--- src/rtl/adc_list_seq.sv ---
module adc_list_seq #(
  parameter int DW   = 12,
  parameter int NW   = 10,
  parameter int DLYW = 8
) (
  input  logic          clk,
  input  logic          rst_n,
  input  logic          cfg_we,
  input  logic [1:0]    cfg_addr,
  input  logic [31:0]   cfg_wdata,
  input  logic [3:0]    tick_src,
  output logic          conv_start,
  output logic [2:0]    conv_chan,
  input  logic          conv_done,
  input  logic [DW-1:0] conv_data,
  output logic          res_valid,
  output logic [2:0]    res_chan,
  output logic [DW-1:0] res_data,
  output logic [2:0]    busy,
  output logic          idle
);
  localparam int NBUF = 8;
  localparam int SW   = DW + 3;

  typedef enum logic [2:0] {S_IDLE, S_LOAD, S_CONV, S_WAIT, S_DLY, S_RED} st_t;

  st_t             st_q;
  logic            cont_q, nar_q, stop_pend_q;
  logic [2:0]      maxidx_q, idx_q, chan_q;
  logic [23:0]     list_q;
  logic [31:0]     avg_q;
  logic [DLYW-1:0] dly_q, dcnt_q;
  logic [1:0]      tsel_q, mode_q, code_q;
  logic [3:0]      n_q;
  logic [SW-1:0]   sum_q;
  logic [DW-1:0]   buf_q [NBUF];
  logic [3:0]      rank [NBUF];

  logic            ctl_wr, start_acc, stop_req, tick, multi, last_smp;
  logic [2:0]      lchan;
  logic [3:0]      need;
  logic [DW-1:0]   smp, med, red;

  assign ctl_wr    = cfg_we && cfg_addr == 2'd0;
  assign start_acc = ctl_wr && cfg_wdata[2] && cfg_wdata[0] && st_q == S_IDLE;
  assign stop_req  = ctl_wr && cfg_wdata[3];
  assign tick      = tick_src[tsel_q];
  assign lchan     = list_q[3*idx_q +: 3];
  assign multi     = mode_q == 2'd1 || mode_q == 2'd2;
  assign need      = multi ? (4'd1 << code_q) : 4'd1;
  assign last_smp  = (n_q + 4'd1) == need;
  assign smp       = nar_q ? {{(DW-NW){1'b0}}, conv_data[NW-1:0]} : conv_data;

  always_comb begin
    for (int i = 0; i < NBUF; i++) begin
      rank[i] = '0;
      for (int j = 0; j < NBUF; j++)
        if (j != i && j < int'(need) &&
            (buf_q[j] < buf_q[i] || (buf_q[j] == buf_q[i] && j < i)))
          rank[i] = rank[i] + 4'd1;
    end
    med = buf_q[0];
    for (int i = 0; i < NBUF; i++)
      if (i < int'(need) && rank[i] == ((need - 4'd1) >> 1))
        med = buf_q[i];
  end

  always_comb begin
    case (mode_q)
      2'd1:    red = DW'(sum_q >> code_q);
      2'd2:    red = med;
      default: red = buf_q[0];
    endcase
  end

  always_ff @(posedge clk or negedge rst_n) begin
    if (!rst_n) begin
      st_q        <= S_IDLE;
      cont_q      <= 1'b0;
      nar_q       <= 1'b0;
      stop_pend_q <= 1'b0;
      maxidx_q    <= '0;
      idx_q       <= '0;
      chan_q      <= '0;
      list_q      <= '0;
      avg_q       <= '0;
      dly_q       <= '0;
      dcnt_q      <= '0;
      tsel_q      <= '0;
      mode_q      <= '0;
      code_q      <= '0;
      n_q         <= '0;
      sum_q       <= '0;
      res_valid   <= 1'b0;
      res_chan    <= '0;
      res_data    <= '0;
      for (int i = 0; i < NBUF; i++) buf_q[i] <= '0;
    end else begin
      res_valid <= 1'b0;
      if (cfg_we) begin
        case (cfg_addr)
          2'd0: begin
            cont_q <= cfg_wdata[1];
            nar_q  <= cfg_wdata[4];
          end
          2'd1: begin
            list_q   <= cfg_wdata[23:0];
            maxidx_q <= cfg_wdata[26:24];
          end
          2'd2:    avg_q <= cfg_wdata;
          default: begin
            dly_q  <= cfg_wdata[DLYW-1:0];
            tsel_q <= cfg_wdata[DLYW +: 2];
          end
        endcase
      end
      if (stop_req && st_q != S_IDLE) stop_pend_q <= 1'b1;

      case (st_q)
        S_IDLE: if (start_acc) begin
          idx_q       <= '0;
          stop_pend_q <= 1'b0;
          st_q        <= S_LOAD;
        end
        S_LOAD: begin
          chan_q <= lchan;
          mode_q <= avg_q[16 + 2*lchan +: 2];
          code_q <= avg_q[2*lchan +: 2];
          n_q    <= '0;
          sum_q  <= '0;
          st_q   <= S_CONV;
        end
        S_CONV: st_q <= S_WAIT;
        S_WAIT: if (conv_done) begin
          buf_q[n_q[2:0]] <= smp;
          sum_q           <= sum_q + SW'(smp);
          n_q             <= n_q + 4'd1;
          if (last_smp) st_q <= S_RED;
          else begin
            dcnt_q <= dly_q;
            st_q   <= S_DLY;
          end
        end
        S_DLY: if (tick) begin
          if (dcnt_q == '0) st_q <= S_CONV;
          else dcnt_q <= dcnt_q - 1'b1;
        end
        S_RED: begin
          res_valid <= 1'b1;
          res_chan  <= chan_q;
          res_data  <= red;
          if (stop_pend_q || stop_req) begin
            st_q        <= S_IDLE;
            stop_pend_q <= 1'b0;
          end else if (idx_q == maxidx_q) begin
            if (cont_q) begin
              idx_q <= '0;
              st_q  <= S_LOAD;
            end else st_q <= S_IDLE;
          end else begin
            idx_q <= idx_q + 3'd1;
            st_q  <= S_LOAD;
          end
        end
        default: st_q <= S_IDLE;
      endcase
    end
  end

  assign conv_start = st_q == S_CONV;
  assign conv_chan  = chan_q;
  assign busy       = {st_q == S_DLY, st_q == S_RED, st_q != S_IDLE};
  assign idle       = busy == 3'b000;
endmodule

--- config.mk ---
export PLATFORM = sky130hd
export DESIGN_NAME = adc_list_seq
export DESIGN_NICKNAME = d
export VERILOG_FILES = /design/src/rtl/adc_list_seq.sv
export SDC_FILE = /design/constraint.sdc
export NUM_CORES = 1
export LEC_CHECK = 0
export BUFFER_PORTS_ARGS = -buffer_cell sky130_fd_sc_hd__clkbuf_2
export CORE_UTILIZATION = 56
export CTS_CLUSTER_DIAMETER = 30
export CTS_CLUSTER_SIZE = 25
export DETAILED_ROUTE_END_ITERATION = 12
export PLACE_DENSITY = 0.74
export SYNTH_ARGS = -nofsm -noshare
export SYNTH_HDL_FRONTEND = slang
export SYNTH_SLANG_ARGS = --single-unit
--- constraint.sdc ---
create_clock -name clk -period 9.66 [get_ports clk]
set_input_delay 0.483 -clock clk [delete_from_list [all_inputs] [get_ports clk]]
set_output_delay 0.483 -clock clk [all_outputs]
set_load 0.05 [all_outputs]
Word-level counts from Yosys, hierarchy flattened --
Index checks and enable logic that the tools add are counted.
Storage, ports and cells: register bits 224, input bits 54, word-level logic and storage cells 400
Operators by class: add/subtract/negate cells 48, multipliers 1, order comparisons 60, eq/ne operators 54, shift-type cells 5, muxes and demuxes 92, bitwise operators 2, reduce and logical (&&, ||, !) cells 111
Operators by type and width (count):
- 12-bit less-than comparator | 49
- 12-bit == test | 28
- 4-bit two-way mux | 44
- 4-bit by 1-bit adder with 4-bit output, second input constant | 36
- 12-bit two-way mux | 9
- 96-bit bitwise mux | 1
- 1-bit logical AND | 63
- 12-bit demux with 3-bit select | 1
- 8-bit two-way mux | 4
- 32-bit by 5-bit indexed part select with 2-bit output | 1
- 32-bit by 7-bit indexed part select with 2-bit output | 1
- 1-bit logical OR | 30
- 3-bit two-way mux | 10
- 15-bit one-hot mux with 2 select lines | 1
- 4-bit by 3-bit == test with 1-bit output | 7
- 12-bit one-hot mux with 2 select lines | 1
- 24-bit by 6-bit indexed part select with 3-bit output | 1
- 3-bit one-hot mux with 6 select lines | 1
- 3-bit by 4-bit less-than comparator with 1-bit output, first input constant | 4
- 8-bit one-hot mux with 2 select lines | 1
- 15-bit by 12-bit adder with 15-bit output | 1
- 15-bit two-way mux | 1
- 15-bit by 2-bit right shift with 12-bit output | 1
- 1-bit by 1-bit adder with 2-bit output, second input constant | 7
- other kinds (37) | 70

Depth between registers and ports, before layout --
Gate-level depths: netlist of the first run.
depth after elaboration 28, gate-level depth with buffers 37

Worst setup path before layout of the first run --
Ideal clock, no wire load.
path type reg2reg, from register mode_q[0], to register res_data[10], arrival 6.855 ns, required time 9.527 ns, slack 2.672 ns, stages on the path, launching flop included 35, period minus slack after synthesis 6.988 ns, cell sequence dfrtp_1 inv_1 ha_1 clkbuf_1 clkbuf_1 or2_2 inv_1 ha_1 inv_1 nor2_1 nor2_1 ha_1 a21oi_1 nand2_1 o211ai_1 a311oi_2 inv_1 ha_1 mux2_2 ha_1 nor3_1 a211oi_1 ha_1 mux2_2 ha_1 xnor2_1 nand2b_1 a21oi_1 a41oi_1 or4_1 buf_2 nor3b_2 buf_2 o211ai_1 o221ai_2
Between the ends: cells in the longest elaborated chain, start to end 28, elaborated cells between the ends (all ways) 175, those cells by class add/sub: 43; order compare: 8; eq/ne: 9; mux: 58; reduce/logical: 57
Ends and longest elaborated chain:
- start: declaration | line 33 | logic [1:0] tsel_q, mode_q, code_q;
- start signal: assignment | line 127 | mode_q <= avg_q[16 + 2*lchan +: 2];
- 2-bit by 1-bit == test with 1-bit output / 2-bit == test (equally long branches) | line 49, 69
- 1-bit logical OR | line 49 | assign multi = mode_q == 2'd1 || mode_q == 2'd2;
- 4-bit two-way mux | line 50 | assign need = multi ? (4'd1 << code_q) : 4'd1;
- 1-bit by 4-bit less-than comparator with 1-bit output
- 1-bit logical AND | line 58 | if (j != i && j < int'(need) &&
- 1-bit two-way mux | line 58
- 1-bit by 1-bit adder with 2-bit output | line 60 | rank[i] = rank[i] + 4'd1;
- 4-bit two-way mux | line 58
- [6 not listed]
- 4-bit by 1-bit adder with 4-bit output | line 60
- 4-bit two-way mux | line 58
- 4-bit by 1-bit adder with 4-bit output | line 60
- 4-bit two-way mux | line 58
- 4-bit by 3-bit == test with 1-bit output | line 64 | if (i < int'(need) && rank[i] == ((need - 4'd1) >> 1))
- 1-bit logical AND | line 64
- 12-bit two-way mux (7 in a row) | line 64
- 12-bit one-hot mux with 2 select lines * | line 69 | case (mode_q)
- end signal: assignment | line 151 | res_data <= red;
- end: declaration | line 18 | output logic [DW-1:0] res_data,
Every way passes the cells marked *; elsewhere a longest branch is shown, timed or not. A chain may end at the register's enable or synchronous reset.

Worst setup path in the final report of the first run --
from register mode_q[0], to register res_data[5]
Same word-level chain as after synthesis.

==> metrics.md, run 1 <==
| Metric | Value |
|---|---|
| Most used standard cell by instance count after synthesis | `ha_1` |
| Cell area power density | `375 nW/um^2` |
| Clock tree from TritonCTS | `built` |
| Total number of clock tree sinks | `224` |
| Top cell type by total area after synthesis | `dfrtp_1` |
| Die Outline Area | `41600 sq um` |
| Global routing usage summed across all routing layers | `38.1%` |
| Post-synthesis cell type count | `100` |
| Depth of the CTS H-tree | `2` |
| Setup total negative slack | `0 ns` |
| Clock Tree Root | `clkbuf_16` |
| Delay of the slowest cell on the worst path | `1.00 ns` |
| Final setup fails | `0` |
| Fin Clk Skew | `0.0510 ns` |
| Total nets after synthesis | `2958` |
| First-pass iteration count of the detailed router | `9` |
| Proportion of power drawn by flip-flops and latches | `16.9%` |
| Vias in the first global route | `20600` |
| Antenna cell count | `0` |
| Kind of path behind the tightest hold check | `input pin to register` |
| Maximum number of pins on one net before global-route repair | `97` |
| Most common cell type on the critical path | `ha_1` |
| Number of enable-type register cells in the synthesized netlist | `0` |
| Terminating pin of the worst hold path | `avg_q[31]$_DFFE_PN0P_` |
| Cell types with the largest area share after synthesis | `dfrtp_1, ha_1, mux2_2, a21oi_1, nand2_1` |
| Sequential share of the synthesized area | `24.6%` |
| Number of cells produced by synthesis | `2503` |
| Setup repair after global routing missed its margin | `false` |
| Number of gates resized after CTS | `0` |
| Number of hold buffers added after CTS | `1` |
| Start point of the worst hold path | `cfg_wdata[31]` |
| Crit Path Max Fanout | `31` |
| Final net count | `3031` |
| Critical Path Sink Type | `register` |
| Average cell area after synthesis | `9.12 sq um` |
| Fraction of final layout cells sized beyond drive strength 1 | `15.3%` |
| Final HPWL from detailed placement | `61.4 mm` |
| Internal power summed over all cells | `4800 uW` |
| Result of the run | `finished clean` |
| Largest vdd supply drop | `287 uV` |
| Core footprint | `40000 sq um` |
| Maximum capacitance violations | `0` |
| Element type at the critical path start | `register` |
| Total design power | `9550 uW` |
| Routed vias | `20900` |
| FP Rows | `73` |
| Depth of the most critical reg-to-reg path | `29` |
| Most common library cells after synthesis | `ha_1, dfrtp_1, nand2_1, inv_1, a21oi_1` |
| Clock transition at the registers of the reported paths | `0.05 ns` |
| Clock latency of the later-clocked register in the worst-skew pair | `0.58 ns` |
| Die W | `204 microns` |
| Area post-placement | `23700 sq um` |
| Netlist area before placement | `22800 sq um` |
| Num CTS Buffers | `49` |
| Leakage power | `0.0119 uW` |
| Worst reg2reg path endpoint | `res_data[5]$_DFFE_PN0P_` |
| Starting Density | `57.1%` |
| Final Hold Vio Count | `0` |
| Switching part of the total power | `49.8%` |
| Min Tclk post-route | `8.36 ns` |
| Drt first-iter violations | `2011` |
| Max Buffers Root-to-Sink | `3` |
| Slowest stage cell, crit path | `ha_1` |
| Data arrival time of the critical path | `8.83 ns` |
| Gate power share | `64.9%` |
| Class of the most critical setup path | `register to register` |
| Worst slack at placement | `1.46 ns` |
| Area Growth Syn to Fin | `11.6%` |
| Async set or reset register ratio after synthesis | `100%` |
| Overall overflow remaining after global route | `0` |
| Required time of the critical path | `10.13 ns` |
| Critical R2R Launch | `mode_q[0]$_DFFE_PN0P_` |
| Total of flip-flops plus latches after synthesis | `224` |
| Number of buffers added for setup after CTS | `0` |
| Max Slew Vio Count | `0` |
| Average wire per standard cell | `25.1 microns` |
| Routability Congestion | `1.03` |
| Clock share of power | `18.3%` |
| Number of buffer cells added on primary ports | `77` |
| Fraction of post-synthesis cell area in the top cell type by area | `24.6%` |
| Relative slew slack | `10.7%` |
| Antenna violations before repair | `0` |
| Y dimension of the die | `204 microns` |
| Final period utilization | `86.6%` |
| Number of warnings issued by yosys | `0` |
| Net load switching power | `4750 uW` |
| Remaining antenna violation count after routing | `0` |
| FILL cells | `3350` |
| Worst hold path depth | `2` |
| Routed vias/inst | `6.67` |
| Final Routed Wirelength | `78.8 mm` |
| Fmax | `120 MHz` |
| Synth Flop Type | `dfrtp_1` |
| PnR worst setup slack | `1.30 ns` |
| Final Cell Area | `25500 sq um` |
| DRC errors left | `0` |
| Wire length of the first global-routing pass | `120 mm` |
| Slew @ Worst Pin | `1.33 ns` |
| Number of top-level design ports | `78` |
| Reg-to-reg slack, setup | `1.30 ns` |
## cells by family after synthesis
family          Yosys count  share of synthesized area (%)
simple gates            715                           16.0
compound gates          640                           19.1
fa+ha+maj               401                           22.0
buf+inv                 254                           4.37
flops                   224                           24.6
mux                     172                           9.24
xor+xnor                 97                           4.65
## placed cells by master (no fill, tap or decap), types with 54 or more instances in the layout
master / n
a21o_1: 63
a21oi_1: 167
clkbuf_2: 76
dfrtp_1: 224
ha_1: 400
inv_1: 174
mux2_2: 119
nand2_1: 213
nand3_1: 59
nand4_1: 80
nor2_1: 116
nor3_1: 61
o21ai_0: 141
xnor2_1: 54
## worst max-delay path: cells and delay by family (launching register included)
family / cells / cell delay [ns]
AO/OA/AOI/OAI: 9 / 2.06
XOR/XNOR: 1 / 0.15
adder cells (fa/ha/maj): 6 / 2.57
buffers and inverters: 4 / 0.41
flip-flops: 1 / 0.37
multiplexers: 2 / 0.58
AND/OR/NAND/NOR: 7 / 2.06
## through the flow
stage                     instances  hold WS, ns  util [%]
after floorplan                2503        0.187         -
after global placement         3049        0.477      59.4
after detailed placement       3049        0.485      59.4
after CTS                      3139        0.125      63.7
after global routing           3139        0.134      63.7
final                          3139        0.134      63.7
## final cells by class
class | count | area, sq um | share of cell area, %
clock buffer | 51 | 1230 | 4.84
clock inverter | 38 | 482 | 1.89
multi-input combinational | 2025 | 16300 | 63.8
timing repair buffer | 102 | 586 | 2.30
sequential | 224 | 5610 | 22.0
inverter | 174 | 653 | 2.56
tap | 525 | 657 | 2.58
## power groups by stage
stage                     clock network [uW]  logic, uW  registers (uW)
after floorplan                            0       4580            1490
after global placement                     0       5770            1580
after detailed placement                   0       6050            1590
after CTS                               1750       6100            1580
after global routing                    1800       6810            1630
final                                   1740       6200            1610
## state kept, by name, indices dropped and copies added (netlist names), 4 cells and up
| register | cells |
|---|---|
| buf_q | 96 |
| res_data | 12 |
| dcnt_q | 8 |
| sum_q | 15 |
| n_q | 4 |
| avg_q | 32 |
| list_q | 24 |
| dly_q | 8 |
## how the worst max path moves through the flow
stage	from	cells past startpoint	slack (ns)	to
2_1_floorplan	mode_q[0]$_DFFE_PN0P_	34	2.67	res_data[10]$_DFFE_PN0P_
3_3_place_gp	mode_q[0]$_DFFE_PN0P_	29	1.79	res_data[4]$_DFFE_PN0P_
3_5_place_dp	mode_q[0]$_DFFE_PN0P_	29	1.46	res_data[3]$_DFFE_PN0P_
4_1_cts	mode_q[0]$_DFFE_PN0P_	29	1.42	res_data[5]$_DFFE_PN0P_
5_1_grt	mode_q[0]$_DFFE_PN0P_	30	0.76	res_data[3]$_DFFE_PN0P_
6_report	mode_q[0]$_DFFE_PN0P_	29	1.30	res_data[5]$_DFFE_PN0P_
## per-layer routing
metal	global-route usage [%]	vias to the layer above	wire [microns]
met3	6.30	230	6880
li1	-	9500	-
met2	59.3	1014	34500
met4	19.3	0	4480
met1	51.0	10200	32900
met5	0	-	0
(Power assumes the default switching activity.)
==> run 2, diff against run 1 <==
--- a/config.mk
+++ b/config.mk
@@ -10,7 +10,7 @@
 export CTS_CLUSTER_DIAMETER = 30
 export CTS_CLUSTER_SIZE = 25
 export DETAILED_ROUTE_END_ITERATION = 12
-export PLACE_DENSITY = 0.74
+export PLACE_DENSITY = 0.77
 export SYNTH_ARGS = -nofsm -noshare
 export SYNTH_HDL_FRONTEND = slang
 export SYNTH_SLANG_ARGS = --single-unit
==> constraint.sdc (replaced) <==
create_clock -name clk -period 7.5 [get_ports clk]
set_input_delay 0.375 -clock clk [delete_from_list [all_inputs] [get_ports clk]]
set_output_delay 0.375 -clock clk [all_outputs]
set_load 0.05 [all_outputs]
==> metrics.md, run 2 (synthesis gave the netlist of run 1 again) <==
| Metric | Value |
|---|---|
| Critical Path Sink Type | `register` |
| Routability Congestion | `1.06 (+3.3%)` |
| First-pass iteration count of the detailed router | `6 (-3)` |
| Element type at the critical path start | `register` |
| Routed vias/inst | `6.62 (-0.76%)` |
| Most common cell after layout, fill and taps aside | `ha_1` |
| Relative slew slack | `8.35% (-2.3 points)` |
| Net load switching power | `6280 uW (+32%)` |
| Maximum capacitance violations | `0 (unchanged)` |
| Top Metal Used | `met4` |
| Largest registers ranked by flip-flop count | `buf_q (96), avg_q (32), list_q (24)` |
| Kind of path behind the tightest hold check | `input pin to register` |
| Overall overflow remaining after global route | `0 (unchanged)` |
| Clock tree from TritonCTS | `built` |
| Clock Tree Root | `clkbuf_16` |
| Buffers and inverters on the worst path | `5 (+1)` |
| Min Tclk post-route | `7.11 ns (-1.26 ns)` |
| Number of buffer cells added on primary ports | `77 (unchanged)` |
| Met1 Routed Length | `35.3 mm (+7.2%)` |
| Internal power summed over all cells | `6520 uW (+36%)` |
| Final net count | `3111 (+2.6%)` |
| Max Buffers Root-to-Sink | `3 (unchanged)` |
| Crit Path Max Fanout | `25 (-19%)` |
| Cell area power density | `487 nW/um^2 (+30%)` |
| Proportion of power drawn by flip-flops and latches | `15.3% (-1.6 points)` |
| FILL cells | `3212 (-4.1%)` |
| Antenna violations before repair | `0 (unchanged)` |
| Top library cells by usage in the layout, fill and taps aside | `ha_1, dfrtp_1, nand2_1` |
| Fmax | `141 MHz (+18%)` |
| Die Outline Area | `41600 sq um (unchanged)` |
| Routed vias | `21300 (+1.9%)` |
| Class of the most critical setup path | `register to register` |
| DRC errors left | `0 (unchanged)` |
| Core footprint | `40000 sq um (unchanged)` |
| Number of top-level design ports | `78 (unchanged)` |
| Drt first-iter violations | `2237 (+11%)` |
| PnR worst setup slack | `0.393 ns (-0.904 ns)` |
| Clock latency of the later-clocked register in the worst-skew pair | `0.59 ns (about the same)` |
| Area Growth Syn to Fin | `15.2%` |
| Depth of the CTS H-tree | `2 (unchanged)` |
| Met3 wire length | `7.48 mm (+8.6%)` |
| Total number of clock tree sinks | `224 (unchanged)` |
| Die W | `204 microns (unchanged)` |
| Fin Clk Skew | `0.00982 ns (-0.0411 ns)` |
| Switching part of the total power | `49.1% (-0.70 points)` |
| Average wire per standard cell | `25.9 microns (+3.1%)` |
| Maximum number of pins on one net before global-route repair | `116 (+20%)` |
| Most common cell type on the critical path | `ha_1` |
| Vias in the first global route | `20500 (-0.37%)` |
| Result of the run | `finished clean` |
| Final setup fails | `0 (unchanged)` |
| FP Rows | `73 (unchanged)` |
| Largest register by flop count | `buf_q` |
| Final Routed Wirelength | `83.4 mm (+5.8%)` |
| Max Slew Vio Count | `0 (unchanged)` |
| Leakage power | `0.0123 uW (+3.8%)` |
| Required time of the critical path | `7.95 ns (-2.18 ns)` |
| Slowest stage cell, crit path | `a2111oi_0` |
| Largest vdd supply drop | `357 uV (+24%)` |
| Clock transition at the registers of the reported paths | `0.05 ns (about the same)` |
| Global routing usage summed across all routing layers | `40.3% (+2.3 points)` |
| Final period utilization | `94.8% (+8.2 points)` |
| Slew @ Worst Pin | `1.37 ns (+0.0344 ns)` |
| Gate power share | `66.4% (+1.5 points)` |
| Cell family contributing the most delay on the critical path | `adder cells` |
| Fraction of final layout cells sized beyond drive strength 1 | `18.6% (+3.3 points)` |
| Num CTS Buffers | `52 (+6.1%)` |
| Worst slack at placement | `-0.181 ns (-1.64 ns)` |
| Number of flip-flops under the largest register name | `96 (unchanged)` |
| Met2 Wirelength | `35.7 mm (+3.6%)` |
| Starting Density | `57.1% (unchanged)` |
| Wire length of the first global-routing pass | `125 mm (+4.2%)` |
| Clock share of power | `18.3% (about the same)` |
| Delay of the slowest cell on the worst path | `0.38 ns (-0.62 ns)` |
| Antenna cell count | `0 (unchanged)` |
| Final Hold Vio Count | `0 (unchanged)` |
| Final HPWL from detailed placement | `65.7 mm (+7.0%)` |
| Remaining antenna violation count after routing | `0 (unchanged)` |
| Y dimension of the die | `204 microns (unchanged)` |
| Utilization of the core after routing | `65.8% (+2.1 points)` |
| Data arrival time of the critical path | `7.56 ns (-1.27 ns)` |
-- run 2: cell count changes in the layout (fill, tap and decap cells not counted), moves of 4 or more --
cell	delta
a31oi_1	-5
a31oi_2	+5
buf_4	+74
clkbuf_1	+4
clkbuf_16	+4
clkbuf_8	+4
dfrtp_1	-6
dfrtp_2	+6
inv_6	-8
-- run 2: per-layer routing --
layer | up-vias | global-route usage [%]
met5 | - | 0
met4 | 0 | 20.9
met3 | 205 | 7.24
met2 | 1011 | 60.2
met1 | 10400 | 55.7
li1 | 9687 | -
-- run 2: path summary, 6_finish.rpt --
path | depth (start not counted) | end | slack [ns] | startpoint
min in group asynchronous | 2 | buf_q[41]$_DFFE_PN0P_ | 0.41 | rst_n
worst min-delay path | 2 | avg_q[27]$_DFFE_PN0P_ | 0.02 | cfg_wdata[27]
max in group asynchronous | 3 | buf_q[52]$_DFFE_PN0P_ | 5.68 | rst_n
worst max-delay path | 32 | res_data[11]$_DFFE_PN0P_ | 0.39 | buf_q[89]$_DFFE_PN0P_
worst min register to register | 2 | res_chan[0]$_DFFE_PN0P_ | 0.48 | res_chan[0]$_DFFE_PN0P_
worst max register to register | 32 | res_data[11]$_DFFE_PN0P_ | 0.39 | buf_q[89]$_DFFE_PN0P_
-- run 2: cell type report --
type	count	area, sq um	area share [%]
Timing Repair Buffer	179	1190	4.51
Clock inverter	34	415	1.58
Inverter	174	653	2.48
Multi-Input combinational cell	2025	16400	62.3
Clock buffer	63	1400	5.34
Sequential cell	224	5610	21.3
Tap cell	525	657	2.50
-- run 2: stage by stage --
stage	area (sq um)	hold slack, ns	instances	power, uW	setup TNS [ns]
6_report	26300	0.0203	3224	12800	0
5_1_grt	26300	0.0138	3224	13700	-0.0368
4_1_cts	26100	0.00162	3220	12400	0
3_5_place_dp	24300	0.476	3122	10000	-1.93
3_3_place_gp	24300	0.465	3122	9710	-1.37
2_1_floorplan	22800	0.0794	2503	7820	0
-- run 2: repair_timing --
item | in CTS | in global routing
hold endpoints to repair | 113 | 0
hold buffers | 1 | 0
endpoints found under the setup margin | 12 | 12
pin swaps | 0 | 2
buffers inserted | 0 | 4
resized for setup | 2 | 29
-- run 2: power by group through the flow --
stage / Clock, uW / Sequential [uW] / Combinational [uW]
after floorplan: 0 / 1920 / 5900
after global placement: 0 / 1930 / 7780
after detailed placement: 0 / 1950 / 8100
after CTS: 2350 / 1930 / 8150
after global routing: 2410 / 1980 / 9280
final: 2340 / 1960 / 8500
==> run 3, diff against run 2 <==
--- a/config.mk
+++ b/config.mk
@@ -6,6 +6,7 @@
 export NUM_CORES = 1
 export LEC_CHECK = 0
 export BUFFER_PORTS_ARGS = -buffer_cell sky130_fd_sc_hd__clkbuf_2
+export CORE_ASPECT_RATIO = 1.4
 export CORE_UTILIZATION = 56
 export CTS_CLUSTER_DIAMETER = 30
 export CTS_CLUSTER_SIZE = 25
==> metrics.md, run 3 (synthesis gave the netlist of run 1 again) <==
| Metric | Value |
|---|---|
| Start point of the worst hold path | `cfg_wdata[31]` |
| Max Buffers Root-to-Sink | `3 (unchanged)` |
| Final setup fails | `0 (unchanged)` |
| Remaining antenna violation count after routing | `0 (unchanged)` |
| Final period utilization | `96.4% (+1.7 points)` |
| Largest registers ranked by flip-flop count | `buf_q (96), avg_q (32), list_q (24)` |
| Largest register by flop count | `buf_q` |
| DRC errors left | `0 (unchanged)` |
| Clock latency of the later-clocked register in the worst-skew pair | `0.54 ns (-0.05 ns)` |
| Depth of the CTS H-tree | `2 (unchanged)` |
| Final Cell Area | `25600 sq um (-2.6%)` |
| Result of the run | `finished clean` |
| Top library cells by usage in the layout, fill and taps aside | `ha_1, dfrtp_1, nand2_1` |
| Fin Clk Skew | `0.0260 ns (+0.0162 ns)` |
| Vias in the first global route | `21200 (+3.1%)` |
| Antenna cell count | `0 (unchanged)` |
| Routability Congestion | `1.08 (+1.8%)` |
| Fmax | `138 MHz (-1.7%)` |
| Required time of the critical path | `7.91 ns (-0.04 ns)` |
| Reg-to-reg slack, setup | `0.27 ns (-0.12 ns)` |
| Final HPWL from detailed placement | `66.7 mm (+1.6%)` |
| FP Rows | `87 (+19%)` |
| Depth of the most critical reg-to-reg path | `30 (-6.3%)` |
| Core footprint | `40300 sq um (+0.68%)` |
| Data arrival time of the critical path | `7.64 ns (+0.08 ns)` |
| Clock Tree Root | `clkbuf_16` |
| Overall overflow remaining after global route | `0 (unchanged)` |
| Clock transition at the registers of the reported paths | `0.06 ns (about the same)` |
| Wire length of the first global-routing pass | `129 mm (+3.0%)` |
| Number of flip-flops under the largest register name | `96 (unchanged)` |
| Die Outline Area | `41600 sq um (about the same)` |
| Most common cell after layout, fill and taps aside | `ha_1` |
| Relative slew slack | `8.35% (unchanged)` |
| Starting Density | `56.7% (-0.38 points)` |
| Terminating pin of the worst hold path | `avg_q[31]$_DFFE_PN0P_` |
| Final net count | `3087 (-0.77%)` |
| Most common cell type on the critical path | `ha_1` |
| Element type at the critical path start | `register` |
| Total number of clock tree sinks | `224 (unchanged)` |
| Die W | `173 microns (-15%)` |
| FILL cells | `3395 (+5.7%)` |
| Kind of path behind the tightest hold check | `input pin to register` |
| Number of buffer cells added on primary ports | `77 (unchanged)` |
| PnR worst setup slack | `0.268 ns (-0.125 ns)` |
| Crit Path Max Fanout | `12 (-52%)` |
| First-pass iteration count of the detailed router | `6 (unchanged)` |
| Footprint of the flip-flops and latches | `5610 sq um (-0.11%)` |
| Maximum capacitance violations | `0 (unchanged)` |
| Worst reg2reg path endpoint | `res_data[0]$_DFFE_PN0P_` |
| Maximum number of pins on one net before global-route repair | `82 (-29%)` |
| Multi-input combinational cell area | `16300 sq um (-0.23%)` |
| Cell area power density | `480 nW/um^2 (-1.5%)` |
| Max Slew Vio Count | `0 (unchanged)` |
| Utilization of the core after routing | `63.6% (-2.1 points)` |
| Critical R2R Launch | `buf_q[61]$_DFFE_PN0P_` |
| Average wire per standard cell | `27.3 microns (+5.6%)` |
| Worst hold path depth | `2 (unchanged)` |
| Class of the most critical setup path | `register to register` |
| Routed vias | `21300 (-0.019%)` |
| Final Hold Vio Count | `0 (unchanged)` |
| Delay of the slowest cell on the worst path | `0.50 ns (+0.12 ns)` |
| Critical Path Sink Type | `register` |
| Final Routed Wirelength | `87.2 mm (+4.6%)` |
| Number of top-level design ports | `78 (unchanged)` |
| Drt first-iter violations | `1780 (-20%)` |
| Antenna violations before repair | `1 (+1)` |
| Y dimension of the die | `241 microns (+18%)` |
| Area post-placement | `24300 sq um (about the same)` |
| Fraction of final layout cells sized beyond drive strength 1 | `17.2% (-1.4 points)` |
| Min Tclk post-route | `7.23 ns (+0.125 ns)` |
| Slowest stage cell, crit path | `dfrtp_1` |
| Worst slack at placement | `-0.0837 ns (+0.0975 ns)` |
| Routed vias/inst | `6.68 (+0.95%)` |
| Slew @ Worst Pin | `1.36 ns (-0.00512 ns)` |
| Num CTS Buffers | `35 (-33%)` |
| Global routing usage summed across all routing layers | `41.8% (+1.5 points)` |
| Area Growth Syn to Fin | `12.3%` |
| Clock tree from TritonCTS | `built` |
| Leakage power | `0.0120 uW (-2.7%)` |
| Largest vdd supply drop | `296 uV (-17%)` |
==> run 3: power by group <==
| part | internal, uW | switching [uW] |
|---|---|---|
| registers | 1500 | 411 |
| logic | 3420 | 5240 |
| clock network | 1080 | 636 |
==> run 3: worst max path at each step <==
stage	to	cells after the start	start
after floorplan	res_data[10]$_DFFE_PN0P_	34	mode_q[0]$_DFFE_PN0P_
after global placement	res_data[0]$_DFFE_PN0P_	29	buf_q[61]$_DFFE_PN0P_
after detailed placement	res_data[0]$_DFFE_PN0P_	29	buf_q[61]$_DFFE_PN0P_
after CTS	res_data[11]$_DFFE_PN0P_	32	buf_q[85]$_DFFE_PN0P_
after global routing	res_data[11]$_DFFE_PN0P_	35	buf_q[17]$_DFFE_PN0P_
final	res_data[0]$_DFFE_PN0P_	30	buf_q[61]$_DFFE_PN0P_
==> run 3: per-layer routing <==
| layer | share of wire, % | vias up | GRT usage (%) |
|---|---|---|---|
| li1 | - | 9612 | - |
| met2 | 46 | 1022 | 69.6 |
| met1 | 34 | 10300 | 43.0 |
| met3 | 7.2 | 421 | 8.14 |
| met4 | 13 | 2 | 44.8 |
| met5 | 0.017 | - | 0 |
==> run 3: worst max-delay path, delay by kind of cell, from the launching register on <==
family / cells / cell delay [ns]
fa+ha+maj: 6 / 1.82
xor+xnor: 1 / 0.09
mux: 4 / 1.06
flops: 1 / 0.50
simple gates: 7 / 0.99
compound gates: 10 / 2.44
buf+inv: 2 / 0.21
==> run 3: timing repair <==
| item | in CTS | in global routing |
|---|---|---|
| hold buffers | 1 | 0 |
| endpoints found under the setup margin | 9 | 12 |
| hold endpoints to repair | 67 | 0 |
| buffers inserted | 0 | 1 |
| pin swaps | 0 | 2 |
| cloned | 0 | 0 |
| resized for setup | 1 | 19 |
==> run 3: per-stage QoR <==
| step | std cells | total power (uW) | TNS, ns | hold slack [ns] |
|---|---|---|---|---|
| final | 3193 | 12300 | 0 | 0.0669 |
| after global routing | 3193 | 13100 | -0.0433 | 0.0613 |
| after CTS | 3192 | 12000 | 0 | 0.0597 |
| after detailed placement | 3127 | 10200 | -0.341 | 0.392 |
| after global placement | 3127 | 9850 | 0 | 0.384 |
| after floorplan | 2503 | 7820 | 0 | 0.0794 |
==> run 3: layout make-up <==
type / instances / share of cell area (%)
Timing Repair Buffer: 172 / 4.43
Tap cell: 534 / 2.61
Clock buffer: 47 / 3.87
Inverter: 174 / 2.56
Multi-Input combinational cell: 2025 / 63.7
Sequential cell: 224 / 21.9
Clock inverter: 17 / 0.908
